`src/rtl/pll_search_pkg.sv`:
```
package pll_search_pkg;

  typedef enum logic [2:0] {
    S_IDLE,
    S_PCHK,
    S_MCHK,
    S_NDIV,
    S_FDIV,
    S_FIN
  } srch_state_e;

endpackage

```
`src/rtl/pll_req_clamp.sv`:
```
module pll_req_clamp #(
  parameter int W       = 32,
  parameter int PSH_STD = 4,
  parameter int PSH_EXT = 5
) (
  input  logic         ext_i,
  input  logic [W-1:0] req_i,
  input  logic [W-1:0] vco_min_i,
  input  logic [W-1:0] pclk_max_i,
  output logic [W-1:0] req_o
);

  logic [W-1:0] floor_lo;
  logic [W-1:0] raised;

  always_comb begin
    floor_lo = ext_i ? (vco_min_i >> PSH_EXT) : (vco_min_i >> PSH_STD);
    raised   = (req_i < floor_lo) ? floor_lo : req_i;
    req_o    = (raised > pclk_max_i) ? pclk_max_i : raised;
  end

endmodule

```
`src/rtl/pll_seq_div.sv`:
```
module pll_seq_div #(
  parameter int NUMW = 42,
  parameter int DENW = 32
) (
  input  logic            clk,
  input  logic            rst_n,
  input  logic            start_i,
  input  logic [NUMW-1:0] num_i,
  input  logic [DENW-1:0] den_i,
  output logic            done_o,
  output logic [NUMW-1:0] quo_o
);

  localparam int CW = $clog2(NUMW + 1);

  logic [DENW-1:0] rem_q, rem_d;
  logic [DENW-1:0] den_q, den_d;
  logic [NUMW-1:0] dvd_q, dvd_d;
  logic [CW-1:0]   cnt_q, cnt_d;
  logic            run_q, run_d;
  logic            done_q, done_d;
  logic [DENW:0]   trial;
  logic            ge;

  always_comb begin
    trial  = {rem_q, dvd_q[NUMW-1]};
    ge     = (trial >= {1'b0, den_q});
    rem_d  = rem_q;
    den_d  = den_q;
    dvd_d  = dvd_q;
    cnt_d  = cnt_q;
    run_d  = run_q;
    done_d = 1'b0;
    if (start_i && !run_q) begin
      rem_d = '0;
      dvd_d = num_i;
      den_d = den_i;
      cnt_d = CW'(NUMW);
      run_d = 1'b1;
    end else if (run_q) begin
      rem_d = ge ? DENW'(trial - {1'b0, den_q}) : trial[DENW-1:0];
      dvd_d = {dvd_q[NUMW-2:0], ge};
      cnt_d = cnt_q - CW'(1);
      if (cnt_q == CW'(1)) begin
        run_d  = 1'b0;
        done_d = 1'b1;
      end
    end
  end

  always_ff @(posedge clk or negedge rst_n) begin
    if (!rst_n) begin
      rem_q  <= '0;
      den_q  <= '0;
      dvd_q  <= '0;
      cnt_q  <= '0;
      run_q  <= 1'b0;
      done_q <= 1'b0;
    end else begin
      rem_q  <= rem_d;
      den_q  <= den_d;
      dvd_q  <= dvd_d;
      cnt_q  <= cnt_d;
      run_q  <= run_d;
      done_q <= done_d;
    end
  end

  assign done_o = done_q;
  assign quo_o  = dvd_q;

endmodule

```
`src/rtl/pll_best_keep.sv`:
```
module pll_best_keep #(
  parameter int EW  = 42,
  parameter int MW  = 4,
  parameter int NW  = 8,
  parameter int PEW = 3,
  parameter int W   = 32
) (
  input  logic           clk,
  input  logic           rst_n,
  input  logic           clr_i,
  input  logic           upd_i,
  input  logic [EW-1:0]  err_i,
  input  logic [MW-1:0]  m_i,
  input  logic [NW-1:0]  n_i,
  input  logic [PEW-1:0] s_i,
  input  logic [W-1:0]   ach_i,
  output logic           found_o,
  output logic [MW-1:0]  m_o,
  output logic [NW-1:0]  n_o,
  output logic [PEW-1:0] s_o,
  output logic [W-1:0]   ach_o
);

  logic           found_q, found_d;
  logic [EW-1:0]  err_q, err_d;
  logic [MW-1:0]  m_q, m_d;
  logic [NW-1:0]  n_q, n_d;
  logic [PEW-1:0] s_q, s_d;
  logic [W-1:0]   ach_q, ach_d;
  logic           take;

  always_comb begin
    take    = upd_i && (!found_q || (err_i < err_q));
    found_d = found_q;
    err_d   = err_q;
    m_d     = m_q;
    n_d     = n_q;
    s_d     = s_q;
    ach_d   = ach_q;
    if (clr_i) begin
      found_d = 1'b0;
      err_d   = '0;
      m_d     = '0;
      n_d     = '0;
      s_d     = '0;
      ach_d   = '0;
    end else if (take) begin
      found_d = 1'b1;
      err_d   = err_i;
      m_d     = m_i;
      n_d     = n_i;
      s_d     = s_i;
      ach_d   = ach_i;
    end
  end

  always_ff @(posedge clk or negedge rst_n) begin
    if (!rst_n) begin
      found_q <= 1'b0;
      err_q   <= '0;
      m_q     <= '0;
      n_q     <= '0;
      s_q     <= '0;
      ach_q   <= '0;
    end else begin
      found_q <= found_d;
      err_q   <= err_d;
      m_q     <= m_d;
      n_q     <= n_d;
      s_q     <= s_d;
      ach_q   <= ach_d;
    end
  end

  assign found_o = found_q;
  assign m_o     = m_q;
  assign n_o     = n_q;
  assign s_o     = s_q;
  assign ach_o   = ach_q;

endmodule

```
`src/rtl/pll_div_search.sv`:
```
module pll_div_search
  import pll_search_pkg::*;
#(
  parameter int           W          = 32,
  parameter int           NW         = 8,
  parameter int           N_MAX      = 255,
  parameter int           M_MIN_STD  = 7,
  parameter int           M_MIN_EXT  = 4,
  parameter int           M_MAX      = 14,
  parameter int           PSH_STD    = 4,
  parameter int           PSH_EXT    = 5,
  parameter logic [W-1:0] PFD_LO_STD = 32'd65536,
  parameter logic [W-1:0] PFD_HI_STD = 32'd131072,
  parameter logic [W-1:0] PFD_LO_EXT = 32'd111411,
  parameter logic [W-1:0] PFD_HI_EXT = 32'd419430
) (
  input  logic          clk,
  input  logic          rst_n,
  input  logic          start_i,
  input  logic          ext_range_i,
  input  logic [W-1:0]  req_i,
  input  logic [W-1:0]  fref_i,
  input  logic [W-1:0]  vco_min_i,
  input  logic [W-1:0]  vco_max_i,
  input  logic [W-1:0]  pclk_max_i,
  output logic          busy_o,
  output logic          done_o,
  output logic          valid_o,
  output logic [7:0]    m_o,
  output logic [NW-1:0] n_o,
  output logic [2:0]    p_enc_o,
  output logic [18:0]   setting_o,
  output logic [W-1:0]  fout_o
);

  localparam int MOW  = 8;
  localparam int MW   = $clog2(M_MAX + 2);
  localparam int PEW  = $clog2(PSH_EXT + 1);
  localparam int SW   = $clog2(PSH_EXT + 2);
  localparam int FVW  = W + PSH_EXT;
  localparam int NA   = FVW + MW + 1;
  localparam int NB   = W + NW;
  localparam int NUMW = (NA > NB) ? NA : NB;
  localparam int WINW = W + MW;

  srch_state_e state_q, state_d;

  logic          ext_q;
  logic [W-1:0]  req_q, fref_q, vmin_q, vmax_q;
  logic [SW-1:0] s_q, s_d;
  logic [MW-1:0] m_q, m_d;
  logic [NW-1:0] n_q, n_d;
  logic          cap_en;

  logic [W-1:0]    req_clamped;
  logic [SW-1:0]   smax;
  logic [MW-1:0]   mmin;
  logic [W-1:0]    pfd_lo, pfd_hi;
  logic [FVW-1:0]  fvco;
  logic            vco_ok;
  logic [WINW-1:0] lo_m, hi_m;
  logic            win_ok;
  logic [NUMW-1:0] n_num, f_num;
  logic [NUMW-1:0] ach, err, req_ext;
  logic            n_ok;

  logic            div_start, div_done;
  logic [NUMW-1:0] div_num, div_quo;
  logic [W-1:0]    div_den;

  logic            trk_clr, trk_vld, trk_found;
  logic [MW-1:0]   trk_m;
  logic [NW-1:0]   trk_n;
  logic [PEW-1:0]  trk_s;
  logic [W-1:0]    trk_ach;

  logic            res_ld;
  logic            done_q, done_d;
  logic            valid_q, valid_d;
  logic [MOW-1:0]  mres_q, mres_d;
  logic [NW-1:0]   nres_q, nres_d;
  logic [2:0]      pres_q, pres_d;
  logic [W-1:0]    fres_q, fres_d;

  pll_req_clamp #(
    .W       (W),
    .PSH_STD (PSH_STD),
    .PSH_EXT (PSH_EXT)
  ) u_clamp (
    .ext_i      (ext_range_i),
    .req_i      (req_i),
    .vco_min_i  (vco_min_i),
    .pclk_max_i (pclk_max_i),
    .req_o      (req_clamped)
  );

  pll_seq_div #(
    .NUMW (NUMW),
    .DENW (W)
  ) u_div (
    .clk     (clk),
    .rst_n   (rst_n),
    .start_i (div_start),
    .num_i   (div_num),
    .den_i   (div_den),
    .done_o  (div_done),
    .quo_o   (div_quo)
  );

  pll_best_keep #(
    .EW  (NUMW),
    .MW  (MW),
    .NW  (NW),
    .PEW (PEW),
    .W   (W)
  ) u_best (
    .clk     (clk),
    .rst_n   (rst_n),
    .clr_i   (trk_clr),
    .upd_i   (trk_vld),
    .err_i   (err),
    .m_i     (m_q),
    .n_i     (n_q),
    .s_i     (s_q[PEW-1:0]),
    .ach_i   (ach[W-1:0]),
    .found_o (trk_found),
    .m_o     (trk_m),
    .n_o     (trk_n),
    .s_o     (trk_s),
    .ach_o   (trk_ach)
  );

  // Candidate arithmetic for the current (P, M) pair
  always_comb begin
    smax    = ext_q ? SW'(PSH_EXT) : SW'(PSH_STD);
    mmin    = ext_q ? MW'(M_MIN_EXT) : MW'(M_MIN_STD);
    pfd_lo  = ext_q ? PFD_LO_EXT : PFD_LO_STD;
    pfd_hi  = ext_q ? PFD_HI_EXT : PFD_HI_STD;
    fvco    = FVW'(req_q) << s_q;
    vco_ok  = (fvco >= FVW'(vmin_q)) && (fvco <= FVW'(vmax_q));
    lo_m    = WINW'(pfd_lo) * WINW'(m_q);
    hi_m    = WINW'(pfd_hi) * WINW'(m_q);
    win_ok  = (lo_m <= WINW'(fref_q)) && (WINW'(fref_q) <= hi_m);
    n_num   = NUMW'(fvco) * NUMW'(m_q) + NUMW'(fref_q >> 1);
    f_num   = NUMW'(fref_q) * NUMW'(div_quo[NW-1:0]);
    n_ok    = (div_quo >= NUMW'(1)) && (div_quo <= NUMW'(N_MAX));
    ach     = div_quo >> s_q;
    req_ext = NUMW'(req_q);
    err     = (req_ext >= ach) ? (req_ext - ach) : (ach - req_ext);
  end

  // Sweep control, next state
  always_comb begin
    state_d   = state_q;
    s_d       = s_q;
    m_d       = m_q;
    n_d       = n_q;
    div_start = 1'b0;
    div_num   = n_num;
    div_den   = fref_q;
    trk_clr   = 1'b0;
    trk_vld   = 1'b0;
    res_ld    = 1'b0;
    cap_en    = 1'b0;
    unique case (state_q)
      S_IDLE: begin
        if (start_i) begin
          cap_en  = 1'b1;
          trk_clr = 1'b1;
          s_d     = '0;
          state_d = S_PCHK;
        end
      end
      S_PCHK: begin
        if (s_q > smax) begin
          state_d = S_FIN;
        end else if (vco_ok) begin
          m_d     = mmin;
          state_d = S_MCHK;
        end else begin
          s_d = s_q + SW'(1);
        end
      end
      S_MCHK: begin
        if (m_q > MW'(M_MAX)) begin
          s_d     = s_q + SW'(1);
          state_d = S_PCHK;
        end else if (win_ok) begin
          div_start = 1'b1;
          state_d   = S_NDIV;
        end else begin
          m_d = m_q + MW'(1);
        end
      end
      S_NDIV: begin
        if (div_done) begin
          if (n_ok) begin
            n_d       = div_quo[NW-1:0];
            div_start = 1'b1;
            div_num   = f_num;
            div_den   = W'(m_q);
            state_d   = S_FDIV;
          end else begin
            m_d     = m_q + MW'(1);
            state_d = S_MCHK;
          end
        end
      end
      S_FDIV: begin
        if (div_done) begin
          trk_vld = 1'b1;
          m_d     = m_q + MW'(1);
          state_d = S_MCHK;
        end
      end
      S_FIN: begin
        res_ld  = 1'b1;
        state_d = S_IDLE;
      end
      default: state_d = S_IDLE;
    endcase
  end

  // Result next state
  always_comb begin
    done_d  = res_ld;
    valid_d = valid_q;
    mres_d  = mres_q;
    nres_d  = nres_q;
    pres_d  = pres_q;
    fres_d  = fres_q;
    if (res_ld) begin
      valid_d = trk_found;
      mres_d  = trk_found ? MOW'(trk_m) : '0;
      nres_d  = trk_found ? trk_n : '0;
      pres_d  = trk_found ? 3'(trk_s) : '0;
      fres_d  = trk_found ? trk_ach : '0;
    end
  end

  always_ff @(posedge clk or negedge rst_n) begin
    if (!rst_n) begin
      state_q <= S_IDLE;
      s_q     <= '0;
      m_q     <= '0;
      n_q     <= '0;
    end else begin
      state_q <= state_d;
      s_q     <= s_d;
      m_q     <= m_d;
      n_q     <= n_d;
    end
  end

  always_ff @(posedge clk or negedge rst_n) begin
    if (!rst_n) begin
      ext_q  <= 1'b0;
      req_q  <= '0;
      fref_q <= '0;
      vmin_q <= '0;
      vmax_q <= '0;
    end else if (cap_en) begin
      ext_q  <= ext_range_i;
      req_q  <= req_clamped;
      fref_q <= fref_i;
      vmin_q <= vco_min_i;
      vmax_q <= vco_max_i;
    end
  end

  always_ff @(posedge clk or negedge rst_n) begin
    if (!rst_n) begin
      done_q  <= 1'b0;
      valid_q <= 1'b0;
      mres_q  <= '0;
      nres_q  <= '0;
      pres_q  <= '0;
      fres_q  <= '0;
    end else begin
      done_q  <= done_d;
      valid_q <= valid_d;
      mres_q  <= mres_d;
      nres_q  <= nres_d;
      pres_q  <= pres_d;
      fres_q  <= fres_d;
    end
  end

  assign busy_o    = (state_q != S_IDLE);
  assign done_o    = done_q;
  assign valid_o   = valid_q;
  assign m_o       = mres_q;
  assign n_o       = nres_q;
  assign p_enc_o   = pres_q;
  assign setting_o = {pres_q, nres_q, mres_q};
  assign fout_o    = fres_q;

endmodule

```
`config.mk`:
```
export PLATFORM = sky130hd
export DESIGN_NAME = pll_div_search
export DESIGN_NICKNAME = d
export VERILOG_FILES = /design/src/rtl/pll_search_pkg.sv /design/src/rtl/pll_req_clamp.sv /design/src/rtl/pll_seq_div.sv /design/src/rtl/pll_best_keep.sv /design/src/rtl/pll_div_search.sv
export SDC_FILE = /design/constraint.sdc
export NUM_CORES = 2
export LEC_CHECK = 0
export BUFFER_PORTS_ARGS = -buffer_cell sky130_fd_sc_hd__buf_2
export CORE_MARGIN = 1.5
export CORE_UTILIZATION = 44
export DETAILED_ROUTE_END_ITERATION = 6
export HOLD_SLACK_MARGIN = 0.02
export SETUP_SLACK_MARGIN = 0.15
export SYNTH_ARGS = -nofsm -noshare
export SYNTH_HDL_FRONTEND = slang
export SYNTH_SLANG_ARGS = --single-unit
```
`constraint.sdc`:
```
create_clock -name clk -period 9 [get_ports clk]
set_input_delay 1.35 -clock clk [delete_from_list [all_inputs] [get_ports clk]]
set_output_delay 1.35 -clock clk [all_outputs]
set_load 0.005 [all_outputs]
```
==> results.toml <==
[die]
rows = 117
fp.dieW_um = 324
fp.dieH_um = 324
initial_core_util_pct = 44.4
fp.dieArea_mm2 = 0.105
boundaryPins = 237
core_area_mm2 = 0.102

[setup_path]
r2r_setup_slack_ns = 0.69
critPathKind = "flip-flop to flip-flop"
crit_arrival_ns = 8.81
cp_max_fo = 54
crit_path_end_kind = "flip-flop"
reg2reg_depth = 23
timing.rr.end = "u_div.quo_o[26]$_DFFE_PN0P_"
crit_required_ns = 9.50
path_delay_family = "compound AO/OA/AOI/OAI gates"
cpPeakStageDelay_ns = 0.84
cp_cell_sequence = "buf_4 -> inv_1 -> nand3_1 -> o21ai_0 -> mux2i_1 -> nor2b_1 -> fa_1 -> fa_1 -> inv_1 -> fa_1 -> inv_1 -> ha_1 -> a2111oi_0 -> o21a_1 -> a211o_1 -> a21boi_0 -> buf_4 -> a221oi_1 -> o21ai_0 -> a221oi_1 -> xnor2_1 -> a21oi_1 -> a21oi_1"
critPathLaunchType = "flip-flop"
crit_slowest_cell = "dfrtp_4"
path_buf_inv = 5
r2r_start = "s_q[1]$_DFFE_PN0P_"

[min_path]
min_delay_worst_endpoint = "u_div.den_q[18]$_DFFE_PN0P_"
min_path_cells = 2
hold_path.class = "flip-flop to flip-flop"
hp-start = "u_div.den_q[18]$_DFFE_PN0P_"

[global_route]
grtUsageTotal_pct = 29.3
grt_max_degree = 139
globalRouteMet2Util_pct = 45.8
grt_pass1_wl_mm = 236
grt_pass1_vias = 39090
grt_use_met1_pct = 40.7
antenna_found_initial = 2
overflow = 0
top_usage_layer = "met2"
use_met3_pct = 5.10

[synthesis]
avgSynthCellArea_um2 = 8.22
ys_ff_latch = 400
synth.distinct_cells = 89
yosysWarnings = 0
synthArstFlopShare_pct = 100
syn_inst = 5516
synth_edf_count = 0
synth_area_mm2 = 0.0453
synthFlopType = "dfrtp_1"
synth_seq_area_share_pct = 22.1

[sta]
rsz0062_at_grt = "false"
fin_crit_sh_pct = 92.4
fin_crit_ns = 8.31
clock_skew_ns = 0.0600
drv_slew = 0
worst_pin_slew_ns = 1.17
setup_viol = 0
slew_headroom_pct = 19.8
hold_viol = 0
tns_ns = 0
max_freq_mhz = 120

[run_status]
status = "complete, but fails checks"
violations = "DRC"

[cells_and_area]
multi_input_area_mm2 = 0.0314
fillCellCount = 10163
layout_commonest_cell = "nand2_1"
syn_to_final_growth_pct = 8.93
final_cell_mix = "793 x nand2_1, 711 x inv_1, 454 x ha_1"
drive_gt1_share_pct = 9.44
ff_latch_area_mm2 = 0.0100
fin_nets = 6467

[route]
drt_iter0_markers = 3485
finalWirelength_mm = 153
ant_nets = 0
via_per_inst = 5.70
drc = 4
first_pass_iters = 7
vias = 39767
wl_per_cell_um = 21.9

[clock_network]
cts_tree = "yes"
clock-sinks = 400
cts_buffers = 52
cts_root_buffer = "clkbuf_16"
cts_hold_buf = 0
h-tree-depth = 2
cts_buffer_depth = 3
clock_latency_ns = 0.68
cts.reportedPaths.clkPinSlew_ns = 0.06

[place]
hpwlAfterDp_mm = 120
place.gp.congestion = 1.04
port_buffers = 228

[run]
cap_violations = 0
==> state kept, by name, summed over array words and instances, names as in the netlist, 6 cells and up <==
signal        cells
u_div.rem_q      32
req_q            32
n_o               8
u_div.cnt_q       6
u_div.den_q      32
u_best.err_q     42
u_div.quo_o      42
vmax_q           32
fout_o           32
fref_q           32
u_best.ach_o     32
vmin_q           32
u_best.n_o        8
n_q               8
==> through the flow <==
step | utilization [%] | cell area (µm²) | cells | hold WS (ns) | setup slack (ns)
after floorplan | - | 45400 | 5523 | 0.439 | 1.15
after global placement | 46.7 | 47600 | 6878 | 0.452 | 0.754
after detailed placement | 46.7 | 47600 | 6878 | 0.456 | 0.640
after CTS | 48.4 | 49400 | 6973 | 0.471 | 0.620
after global routing | 48.4 | 49400 | 6973 | 0.495 | 0.286
final | 48.4 | 49400 | 6976 | 0.467 | 0.686
==> per-layer routing <==
metal	routed length, µm	up-vias	part of all wire, %
met4	5570	0	3.6
met3	11600	252	7.6
met5	0	-	0
met2	67900	1411	44
met1	67800	19414	44
li1	-	18690	-
==> synthesized netlist by cell type, drive strengths merged (16+ instances only) <==
library cell	instances	area, µm²
nand2	794	2980
inv	712	2670
ha	454	5680
o21ai	403	2030
dfrtp	400	10000
a21oi	324	1620
fa	285	5710
nor2	271	1020
clkbuf	245	920
mux2i	187	1880
and2	138	863
a21o	104	781
xnor2	100	876
nand3	95	475
nor2b	88	551
buf	83	473
nor3	73	365
nand4	59	369
xor2	55	482
o31ai	49	378
and3	45	282
a31oi	43	269
o211ai	41	308
a211oi	37	278
mux2	36	409
mux4	36	811
o21bai	30	225
o21a	28	210
nor4	25	156
nand2b	22	138
a221oi	19	166
a21boi	16	120
==> final cells by class <==
class | count | share of cell area (%)
flip-flops and latches | 400 | 20.3
well taps | 1368 | 3.47
repair buffers | 315 | 3.75
multi-input cells | 4081 | 63.5
clock inverters | 19 | 0.469
inverters | 714 | 5.43
clock buffers | 76 | 3.08
diodes | 3 | 0.0152
==> kinds of logic (layout without fill, tap and decap cells) <==
logic type | after synthesis | after routing | share of synthesized area (%)
AOI/OAI and AO/OA | 1239 | 1239 | 16.9
adders and majority gates | 739 | 739 | 25.1
muxes | 259 | 259 | 6.84
xor gates and xnor gates | 155 | 155 | 2.99
DFF | 400 | 400 | 22.1
other | 1 | 11 | 0.00827
buffers and inverters | 1042 | 1124 | 8.98
and+or+nand+nor | 1681 | 1681 | 17.1
==> tightest hold or removal path, delay by kind of cell, from the launching register on <==
kind | cells | cell delay, ns
simple gates | 2 | 0.10
flops | 1 | 0.34
==> worst max-delay path by stage <==
| stage | depth (start not counted) | from | endpoint | slack (ns) |
|---|---|---|---|---|
| 3_3_place_gp | 25 | s_q[0]$_DFFE_PN0P_ | u_best.ach_o[1]$_DFFE_PN0P_ | 0.75 |
| 4_1_cts | 25 | s_q[0]$_DFFE_PN0P_ | u_best.ach_o[11]$_DFFE_PN0P_ | 0.62 |
| 5_1_grt | 25 | s_q[0]$_DFFE_PN0P_ | u_best.ach_o[11]$_DFFE_PN0P_ | 0.29 |
| 2_1_floorplan | 30 | s_q[0]$_DFFE_PN0P_ | u_best.ach_o[10]$_DFFE_PN0P_ | 1.15 |
| 3_5_place_dp | 25 | s_q[0]$_DFFE_PN0P_ | u_best.ach_o[1]$_DFFE_PN0P_ | 0.64 |
| 6_report | 23 | s_q[1]$_DFFE_PN0P_ | u_div.quo_o[26]$_DFFE_PN0P_ | 0.69 |
==> timing repair <==
item	4_1_cts	5_1_grt
gates resized for setup	0	1
setup buffers	0	0
setup endpoints to repair	0	1
Power is left out: the tool's default activity adds up to more than one toggle a clock period on the data nets, which glitch-free logic cannot reach.
